$ cat config.mk
export PLATFORM = sky130hd
export DESIGN_NAME = ide_byte_bridge
export DESIGN_NICKNAME = d
export VERILOG_FILES = /design/src/rtl/ide_byte_bridge.sv
export SDC_FILE = /design/constraint.sdc
export NUM_CORES = 1
export LEC_CHECK = 0
export CAP_MARGIN = 10
export CORE_UTILIZATION = 40
export CTS_CLUSTER_SIZE = 20
export DETAILED_ROUTE_END_ITERATION = 7
export PLACE_DENSITY = 0.69
export SYNTH_ARGS = -nofsm -noshare
export SYNTH_HDL_FRONTEND = slang
export SYNTH_SLANG_ARGS = --single-unit
$ cat constraint.sdc
create_clock -name clk -period 2 [get_ports clk]
set_clock_uncertainty 0.2 [all_clocks]
set_input_delay 0.4 -clock clk [delete_from_list [all_inputs] [get_ports clk]]
set_output_delay 0.4 -clock clk [all_outputs]
set_load 0.01 [all_outputs]
$ cat src/rtl/ide_byte_bridge.sv
module ide_byte_bridge #(
  parameter int STROBE_CLKS = 4,
  parameter int REG_AW      = 3
) (
  input  logic              clk,
  input  logic              rst_n,
  input  logic              host_req,
  input  logic              host_we,
  input  logic [REG_AW+1:0] host_addr,
  input  logic [7:0]        host_wdata,
  output logic [7:0]        host_rdata,
  output logic              host_ready,
  input  logic [15:0]       dd_in,
  output logic [15:0]       dd_out,
  output logic              dd_oe,
  output logic              dior_n,
  output logic              diow_n,
  output logic [REG_AW-1:0] da,
  output logic [1:0]        cs_n
);
  localparam int AW = REG_AW + 2;
  localparam int CW = $clog2(STROBE_CLKS + 1);

  logic          busy, rd_op;
  logic [CW-1:0] cnt;
  logic [7:0]    lo_q, hi_q;
  wire           odd = host_addr[0];

  assign host_ready = !busy;

  always_ff @(posedge clk or negedge rst_n) begin
    if (!rst_n) begin
      busy <= 1'b0; rd_op <= 1'b0; cnt <= '0;
      lo_q <= '0; hi_q <= '0; host_rdata <= '0;
      dd_out <= '0; dd_oe <= 1'b0;
      dior_n <= 1'b1; diow_n <= 1'b1;
      da <= '0; cs_n <= 2'b11;
    end else if (busy) begin
      if (cnt == CW'(1)) begin
        busy <= 1'b0;
        dior_n <= 1'b1; diow_n <= 1'b1;
        dd_oe <= 1'b0; cs_n <= 2'b11;
        if (rd_op) begin
          host_rdata <= dd_in[7:0];
          hi_q <= dd_in[15:8];
        end
      end else begin
        cnt <= cnt - CW'(1);
      end
    end else if (host_req) begin
      if (host_we && !odd) begin
        lo_q <= host_wdata;
      end else if (!host_we && odd) begin
        host_rdata <= hi_q;
      end else begin
        busy  <= 1'b1;
        cnt   <= CW'(STROBE_CLKS);
        rd_op <= !host_we;
        da    <= host_addr[REG_AW:1];
        cs_n  <= host_addr[AW-1] ? 2'b01 : 2'b10;
        dior_n <= host_we;
        diow_n <= !host_we;
        if (host_we) begin
          dd_out <= {host_wdata, lo_q};
          dd_oe  <= 1'b1;
        end
      end
    end
  end

  logic [CW:0] sw_cnt;
  always_ff @(posedge clk or negedge rst_n) begin
    if (!rst_n)    sw_cnt <= '0;
    else if (busy) sw_cnt <= sw_cnt + 1'b1;
    else           sw_cnt <= '0;
  end

  a_r8_single_strobe: assert property (@(posedge clk) disable iff (!rst_n)
    !(!dior_n && !diow_n));
  a_r8_ready_tracks_strobe: assert property (@(posedge clk) disable iff (!rst_n)
    !host_ready |-> (!dior_n || !diow_n));
  a_r2_even_write_no_cycle: assert property (@(posedge clk) disable iff (!rst_n)
    (host_req && host_ready && host_we && !host_addr[0]) |=> (host_ready && dior_n && diow_n));
  a_r5_strobe_width: assert property (@(posedge clk) disable iff (!rst_n)
    $rose(host_ready) |-> (sw_cnt == (CW+1)'(STROBE_CLKS)));
  a_r7_cs_select: assert property (@(posedge clk) disable iff (!rst_n)
    host_ready ? (cs_n == 2'b11) : ($countones(~cs_n) == 1));
  a_r3_data_stable: assert property (@(posedge clk) disable iff (!rst_n)
    (!diow_n && $past(!diow_n)) |-> ($stable(dd_out) && dd_oe));
endmodule

==> metrics.txt, run 1 <==
status=finished, final reports clean; cells on worst reg2reg path=5; Slew @ Worst Pin=0.376 ns; WL per Instance=14.7 um; RSZ-0062 raised after global routing=no; Final Max Tran Viols=0; All-Layer GR Usage=15.7%; diodes inserted=0; synth top area cells=dfrtp_1 53%, mux2_2 21%, mux2_4 5.9%, dfstp_2 4.6%, ha_1 2.2%; CP peak stage delay=0.54 ns; IO buf count=65; nets=270; crit share post-route=98.2%; Ys Warns=0; post-synth top area share=53.2%; initial antenna violation count=0; Die Y-Extent=77.9 um; Max VDD drop=0.852 mV; most frequent cells in the layout=60 x clkdlybuf4s50_1, 48 x dfrtp_1, 42 x mux2_2; Critical-path top delay cell=dfstp_2; R2R setup slack=0.23 ns; most common cell after layout, fill and taps aside=clkdlybuf4s50_1; WP buf/inv=1; Synth Flop Type=dfrtp_1; num rows=27; area grow syn2layout=42.3%; starting density of the core=41.6%; final hold vios=0; Clock Sinks=53; layout cell share with drive strength beyond 1=39.3%; post-layout min period=1.96 ns; TritonRoute pass-1 iters=4; DR vias/cell=4.68; worst-path fanout max=2; WP data required=1.40 ns; ys async rst share=100%; final core area utilization=59.2%; Max Cap Viol=0; worst skew pair latency=0.30 ns; reg-to-reg endpoint=cnt[2]; pwr dens=1430 mW/mm^2; area leader, netlist=dfrtp_1; vias=1,432; Worst R2R Start=busy; Setup TNS=0 ns; Crit path arrival time=1.36 ns; Fmax=0.509 GHz; max_slew headroom=74.8%; # fillers=461; cell leakage power=0.00151 uW; Clock Tree Buf Depth=2; syn nets=187; CTS tree=built; total die area=0.00607 mm^2; Pwr Total=4700 uW; CP cell instances=clkdlybuf4s50_1; Worst Setup Start Kind=register; HP Class=register to register; register bit total from synthesis=53; critical hold path startpoint=cs_n[1]; die width=77.9 um; H-tree depth=2; post-synth cell types=29; antenna viol nets, final=0; Hold Crit Depth=2; cell area after synthesis=0.00231 mm^2; initial drt markers=26; Hold EP=cs_n[1]; Mapped Avg Cell Area=15.4 um^2; EDFF count, synth=0; Final setup viols=0; vias in the first global route=1,471; # IOs=66; Core Region=0.00554 mm^2; final wirelength=4500 um; post-detail-place hpwl=3060 um; DRC=0; Synth Instances=150; CTS Buf Count=5; gpl congestion=0.734; largest net degree at the start of global routing=54; global route overflow=0; register area share after synthesis=57.7%; Clock Tree Root=clkbuf_8; critical path class=register to output pin; first-pass GRT wire length=7380 um; Reg clk slew, reported paths=0.09 ns; CP delay by family, top=flip-flops; CP Launch Point=cs_n[1]; Worst setup EP type=output pin
registers in the layout, summed over array words and instances, names as in the netlist:
name and flops:
busy 1, cnt 3, cs_n 2, da 3, dd_oe 1, dd_out 16
dior_n 1, diow_n 1, hi_q 8, host_rdata 8, lo_q 8, rd_op 1
cells by family after synthesis:
| group | synth area share [%] |
|---|---|
| adder cells (fa/ha/maj) | 2.17 |
| buffers and inverters | 3.15 |
| AND/OR/NAND/NOR | 6.13 |
| flip-flops | 57.7 |
| XOR/XNOR | 0.380 |
| multiplexers | 26.4 |
| AO/OA/AOI/OAI | 4.07 |
cell usage after synthesis (2+ instances only):
cell type,number
buf_6,3
a21boi_0,2
inv_1,9
nand3_1,3
nand2b_1,2
mux2_2,42
a21oi_1,5
dfrtp_1,49
mux2_4,9
dfstp_2,4
ha_1,4
metrics by stage:
| stage | instances | setup WS (ns) | cell area, um^2 | hold WS [ns] |
|---|---|---|---|---|
| final | 306 | 0.0361 | 3280 | 0.262 |
| after global routing | 306 | 0.00267 | 3280 | 0.297 |
| after CTS | 305 | -0.00540 | 3250 | 0.265 |
| after detailed placement | 294 | -0.390 | 3110 | 0.213 |
| after global placement | 294 | -0.401 | 3110 | 0.214 |
| after floorplan | 150 | 0.111 | 2310 | -0.0956 |
area by class of cell:
type,count,area [um^2],area share (%)
clock buffers,5,68.8,2.10
well taps,72,90.1,2.75
multi-input cells,85,942,28.7
repair buffers,79,792,24.1
flip-flops and latches,53,1330,40.6
clock inverters,3,21.3,0.648
inverters,9,33.8,1.03
report_power, final:
part	internal (uW)	switching, uW
logic	1370	808
clock network	249	353
registers	1630	282
per-layer routing:
metal  wire length [um]  global-route usage (%)
met4                 46                    3.89
met2               1920                    23.4
met1               2180                    22.4
met5                  0                       0
met3                355                    4.71
tightest hold or removal path: cells and delay by family (launching register included):
family	cells	cell delay (ns)
AOI/OAI and AO/OA	1	0.05
buffers and inverters	1	0.04
DFF	1	0.38
worst max-delay path by stage:
stage / endpoint / slack [ns] / depth (start not counted)
floorplan: dd_out[0] / 0.11 / 7
global placement: dd_out[8] / -0.40 / 6
detailed placement: dd_out[6] / -0.39 / 6
CTS: dd_out[7] / -0.005 / 6
global route: cs_n[1] / 0.003 / 1
finish: cs_n[1] / 0.04 / 1
repair_timing:
item                                   CTS  global route
hold buffers                             1             0
setup endpoints to repair               32            36
resized for setup                        8             8
pin swaps                                2             2
endpoints found under the hold margin   49             0
setup buffers                            1             1
cloned                                   1             0
(Power assumes the default switching activity.)
==> inputs of run 2 (changes only) <==
ABC_AREA = 1   (was not set)
PLACE_DENSITY = not set   (was 0.69)
PLACE_DENSITY_LB_ADDON = 0.12   (was not set)
==> metrics.txt, run 2 <==
status=finished, final reports clean (unchanged); worst skew pair latency=0.31 ns (was 0.30 ns); met1 WL=2520 um (was 2180 um); Int Pwr=3050 uW (was 3250 uW); Synth Instances=279 (was 150); # IOs=66 (unchanged); Mapped Avg Cell Area=8.66 um^2 (was 15.4 um^2); Worst R2R Start=cnt[1] (was busy); Clock Tree Buf Depth=2 (unchanged); Largest register FFs=16 (unchanged); Worst setup EP type=output pin (unchanged); Final setup viols=0 (unchanged); Final Max Tran Viols=0 (unchanged); gpl congestion=0.765 (was 0.734); WL per Instance=11.8 um (was 14.7 um); # fillers=530 (was 461); Reg clk slew, reported paths=0.09 ns (about the same); total die area=0.00635 mm^2 (was 0.00607 mm^2); HP Class=register to register (unchanged); WP data required=1.40 ns (about the same); IO buf count=65 (unchanged); placed cell area=0.00321 mm^2 (was 0.00311 mm^2); Worst Setup Start Kind=register (unchanged); register area=0.00133 mm^2 (about the same); largest net degree at the start of global routing=54 (unchanged); most frequent cells in the layout=122 x nand2_1, 60 x clkdlybuf4s50_1, 49 x dfrtp_1 (was 60 x clkdlybuf4s50_1, 48 x dfrtp_1, 42 x mux2_2); reg-to-reg endpoint=host_rdata[5] (was cnt[2]); nets=393 (was 270); Max VDD drop=0.597 mV (was 0.852 mV); synth top area cells=dfrtp_1 51%, nand2_1 19%, o21ai_0 6.6%, dfstp_2 4.4%, inv_1 3.4% (was dfrtp_1 53%, mux2_2 21%, mux2_4 5.9%, dfstp_2 4.6%, ha_1 2.2%); diodes inserted=0 (unchanged); post-synth cell types=26 (was 29); starting density of the core=42.5% (was 41.6%); area grow syn2layout=38.3% (was 42.3%); cells on worst reg2reg path=7 (was 5); cell area after synthesis=0.00241 mm^2 (was 0.00231 mm^2); footprint of the multi-input gates=913 um^2 (was 942 um^2); Layout Cell Area excl Fill=0.00334 mm^2 (was 0.00328 mm^2); Clock Tree Root=clkbuf_8 (unchanged); Max Cap Viol=0 (unchanged); most common cell in the netlist=nand2_1 (was dfrtp_1); antenna viol nets, final=0 (unchanged); part of the power in registers=39.9% (was 40.7%); num rows=27 (unchanged); Met2 Routed Length=2220 um (was 1920 um); vias=1,993 (was 1,432); Die Y-Extent=79.7 um (was 77.9 um); register area share after synthesis=55.1% (was 57.7%); EDFF count, synth=0 (unchanged); Top reg by flops=dd_out (unchanged); crit share post-route=96.4% (was 98.2%); CP peak stage delay=0.53 ns (was 0.54 ns); Core Region=0.00568 mm^2 (was 0.00554 mm^2); Hold WS=0.266 ns (was 0.262 ns); post-layout min period=1.93 ns (was 1.96 ns); Routed met3 length=228 um (was 355 um); CTS Buf Count=5 (unchanged); Synth Flop Type=dfrtp_1 (unchanged); die width=79.7 um (was 77.9 um); Hold Crit Depth=2 (unchanged); Top Layer Used=met4 (unchanged); RSZ-0062 raised after global routing=no (unchanged); DRC=0 (unchanged); critical path class=register to output pin (unchanged); clock power share=15.2% (was 12.8%); CP cell instances=inv_6, clkdlybuf4s50_1 (was clkdlybuf4s50_1); critical hold path startpoint=dior_n (was cs_n[1]); post-synth top area share=50.8% (was 53.2%); All-Layer GR Usage=18.2% (was 15.7%); first-pass GRT wire length=8960 um (was 7380 um); Crit path arrival time=1.33 ns (was 1.36 ns); cell leakage power=0.00170 uW (was 0.00151 uW); final hold vios=0 (unchanged); register bit total from synthesis=53 (unchanged); layout cell share with drive strength beyond 1=10.9% (was 39.3%); area leader, netlist=dfrtp_1 (unchanged); H-tree depth=2 (unchanged); ys async rst share=100% (unchanged); DR vias/cell=4.65 (was 4.68); R2R setup slack=0.31 ns (was 0.23 ns); combinational share of power=44.9% (was 46.5%); Ys Warns=0 (unchanged); pwr dens=1440 mW/mm^2 (was 1430 mW/mm^2); max_slew headroom=78.4% (was 74.8%); Hold EP=dior_n (was cs_n[1]); vias in the first global route=2,008 (was 1,471); synth cell count leaders=122 x nand2_1, 49 x dfrtp_1, 32 x o21ai_0, 22 x inv_1, 12 x nand4_1 (was 49 x dfrtp_1, 42 x mux2_2, 9 x inv_1, 9 x mux2_4, 5 x a21oi_1); global route overflow=0 (unchanged); final wirelength=5040 um (was 4500 um); syn nets=316 (was 187); most common cell after layout, fill and taps aside=nand2_1 (was clkdlybuf4s50_1); post-detail-place hpwl=3600 um (was 3060 um); Critical-path top delay cell=clkdlybuf4s50_1 (was dfstp_2); Pwr Total=4810 uW (was 4700 uW); TritonRoute pass-1 iters=4 (unchanged); switching portion of total power=36.5% (was 30.7%); Clock Sinks=53 (unchanged); worst-path fanout max=2 (unchanged); Fmax=0.518 GHz (was 0.509 GHz); CTS tree=built (unchanged); Slew @ Worst Pin=0.323 ns (was 0.376 ns); initial antenna violation count=0 (unchanged); NetSw=1760 uW (was 1440 uW); initial drt markers=91 (was 26)
## run 2: changes by cell type after synthesis, sizes merged, moves of 6 or more
cell	previous run	this run
buf	4	10
inv	9	24
mux2	51	0
nand2	2	126
nand4	0	13
o21ai	1	33
## run 2: worst max path at each step
stage | endpoint | start | cells past startpoint | slack, ns
3_3_place_gp | dd_out[14] | host_we | 7 | -0.12
4_1_cts | dior_n | dior_n | 1 | 0.004
5_1_grt | host_ready | busy | 2 | 0.03
2_1_floorplan | dd_out[0] | host_we | 8 | 0.27
3_5_place_dp | dd_out[6] | host_we | 7 | -0.18
6_report | host_ready | busy | 2 | 0.07
## run 2: logic make-up after synthesis
logic type / Yosys count / synth area share (%)
flops: 53 / 55.1
simple gates: 152 / 28.3
buf+inv: 35 / 7.05
xor+xnor: 1 / 0.363
fa+ha+maj: 4 / 2.07
compound gates: 34 / 7.05
## run 2: power by group through the flow
stage	logic [uW]	clock network, uW	registers (uW)
final	2160	731	1920
after global routing	2440	790	1980
after CTS	2200	758	1930
after detailed placement	2200	0	1940
after global placement	2160	0	1940
after floorplan	1120	0	2030
## run 2: worst max-delay path, delay by kind of cell, from the launching register on
family	cells	cell delay [ns]
buffers and inverters	2	0.60
flip-flops	1	0.43
## run 2: layout make-up
cell class / count / share of cell area, %
clock buffers: 6 / 2.17
flip-flops and latches: 53 / 39.9
clock inverters: 2 / 1.16
repair buffers: 81 / 23.9
multi-input cells: 191 / 27.3
well taps: 72 / 2.70
inverters: 24 / 2.85
## run 2: through the flow
stage	TNS (ns)	std cells	setup WS [ns]	util (%)
finish	0	429	0.0711	58.9
global route	0	429	0.0287	58.9
CTS	0	429	0.00364	58.7
detailed placement	-3.63	420	-0.176	56.6
global placement	-2.95	420	-0.118	56.6
floorplan	0	279	0.267	-
## run 2: metal layers
layer	GRT usage, %	vias to the layer above
met5	0	-
met4	6.00	0
met3	3.66	7
met2	28.8	50
met1	24.9	906
li1	-	1030
## run 2: timing repair
action,in CTS,in global routing
setup buffers,0,0
hold endpoints to repair,49,0
hold buffers,1,0
setup endpoints to repair,1,3
resized for setup,1,3
==> inputs of run 3 (changes only) <==
REMOVE_ABC_BUFFERS = 1   (was not set)
SKIP_CTS_REPAIR_TIMING = 1   (was not set)
==> metrics.txt, run 3 (synthesized netlist as in run 2, its figures left out) <==
Pwr Total=4790 uW (was 4810 uW); Max Cap Viol=0 (unchanged); die width=79.7 um (unchanged); layout cell share with drive strength beyond 1=10.7% (was 10.9%); nets=392 (was 393); Reg clk slew, reported paths=0.09 ns (about the same); worst skew pair latency=0.30 ns (was 0.31 ns); final core area utilization=58.8% (was 58.9%); placed cell area=0.00322 mm^2 (was 0.00321 mm^2); Layout Cell Area excl Fill=0.00334 mm^2 (about the same); reg-to-reg endpoint=dior_n (was host_rdata[5]); TritonRoute pass-1 iters=4 (unchanged); Top reg by flops=dd_out (unchanged); Die Y-Extent=79.7 um (unchanged); status=finished, final reports clean (unchanged); CP delay by family, top=flip-flops (was buffers and inverters); worst-path fanout max=2 (unchanged); Placed Cells=419 (was 420); IO buf count=65 (unchanged); starting density of the core=42.5% (unchanged); CTS tree=built (unchanged); max_slew headroom=71.7% (was 78.4%); WL per Instance=11.9 um (was 11.8 um); WP data required=1.40 ns (about the same); first-pass GRT wire length=8510 um (was 8960 um); R2R setup slack=0.30 ns (was 0.31 ns); cells on worst reg2reg path=7 (unchanged); Worst R2R Start=cnt[1] (unchanged); Worst setup EP type=output pin (unchanged); H-tree depth=2 (unchanged); global route overflow=0 (unchanged); Hold WS=0.264 ns (was 0.266 ns); RSZ-0062 raised after global routing=no (unchanged); Crit path arrival time=1.36 ns (was 1.33 ns); Clock Sinks=53 (unchanged); Worst Setup Start Kind=register (unchanged); critical hold path startpoint=cs_n[1] (was dior_n); Final Max Tran Viols=0 (unchanged); CTS Buf Count=5 (unchanged); WP buf/inv=1 (was 2); critical path depth=1 (was 2); diodes inserted=0 (unchanged); CP cell instances=clkdlybuf4s50_1 (was inv_6, clkdlybuf4s50_1); Largest register FFs=16 (unchanged); largest net degree at the start of global routing=35 (was 54); most common cell after layout, fill and taps aside=nand2_1 (unchanged); Hold EP=cs_n[1] (was dior_n); CP peak stage delay=0.54 ns (was 0.53 ns); post-layout min period=1.96 ns (was 1.93 ns); Finished Layout Cells=427 (was 429); Clock Tree Buf Depth=2 (unchanged); Critical-path top delay cell=dfstp_2 (was clkdlybuf4s50_1); most frequent cells in the layout=122 x nand2_1, 63 x clkdlybuf4s50_1, 49 x dfrtp_1 (was 122 x nand2_1, 60 x clkdlybuf4s50_1, 49 x dfrtp_1); num rows=27 (unchanged); Final setup viols=0 (unchanged); cell leakage power=0.00168 uW (was 0.00170 uW); initial antenna violation count=0 (unchanged); Max VDD drop=0.634 mV (was 0.597 mV); Hold Crit Depth=2 (unchanged); crit share post-route=98.1% (was 96.4%); DRC=0 (unchanged); gpl congestion=0.791 (was 0.765); initial drt markers=105 (was 91); area grow syn2layout=38.2% (was 38.3%); Fmax=0.510 GHz (was 0.518 GHz); Core Region=0.00568 mm^2 (unchanged); final wirelength=5090 um (was 5040 um); DR vias/cell=4.62 (was 4.65); post-detail-place hpwl=3730 um (was 3600 um); final hold vios=0 (unchanged); vias in the first global route=1,875 (was 2,008); antenna viol nets, final=0 (unchanged); total die area=0.00635 mm^2 (unchanged); Slew @ Worst Pin=0.425 ns (was 0.323 ns); vias=1,971 (was 1,993); Clock Tree Root=clkbuf_8 (unchanged); All-Layer GR Usage=17.3% (was 18.2%); # IOs=66 (unchanged); pwr dens=1430 mW/mm^2 (was 1440 mW/mm^2); HP Class=register to register (unchanged); critical path class=register to output pin (unchanged)
-- run 3: cell count changes in the layout (fill, tap and decap cells not counted), sizes merged --
cell	before	now
buf	16	15
clkbuf	6	5
clkdlybuf4s50	60	63
clkinv	1	0
dlygate4sd2	1	0
dlymetal6s2s	3	1
inv	24	25
-- run 3: routing by layer --
metal / routed length (um) / vias up / share of wire (%) / global-route usage (%)
li1: - / 1029 / - / -
met1: 2430 / 897 / 48 / 24.2
met2: 2420 / 43 / 47 / 26.8
met3: 224 / 2 / 4.4 / 3.89
met4: 23 / 0 / 0.45 / 4.91
met5: 0 / - / 0 / 0
-- run 3: final cells by class --
class,count,area (um^2)
multi-input cells,191,913
well taps,72,90.1
inverters,24,95.1
clock inverters,2,38.8
fillers,517,2340
flip-flops and latches,53,1330
clock buffers,5,68.8
repair buffers,80,801
-- run 3: metrics by stage --
step	setup WS [ns]	TNS, ns
after global routing	0.00230	0
final	0.0388	0
after detailed placement	-0.134	-3.12
after floorplan	0.358	0
after CTS	0.0251	0
after global placement	-0.109	-2.60
-- run 3: worst max path at each step --
stage,endpoint,from,slack (ns)
2_1_floorplan,dd_out[0],host_we,0.36
3_3_place_gp,host_rdata[3],host_addr[0],-0.11
3_5_place_dp,dd_out[12],host_we,-0.13
4_1_cts,cs_n[1],cs_n[1],0.03
5_1_grt,cs_n[1],cs_n[1],0.002
6_report,dior_n,dior_n,0.04
-- run 3: power breakdown --
group	switching (uW)	total, uW	internal (uW)
registers	295	1920	1620
logic	1100	2160	1060
clock network	343	713	371
total	1740	4790	3050
-- run 3: worst min-delay path: cells and delay by family, from the launching register on --
| kind | cells | cell delay [ns] |
|---|---|---|
| simple gates | 2 | 0.09 |
| flops | 1 | 0.38 |
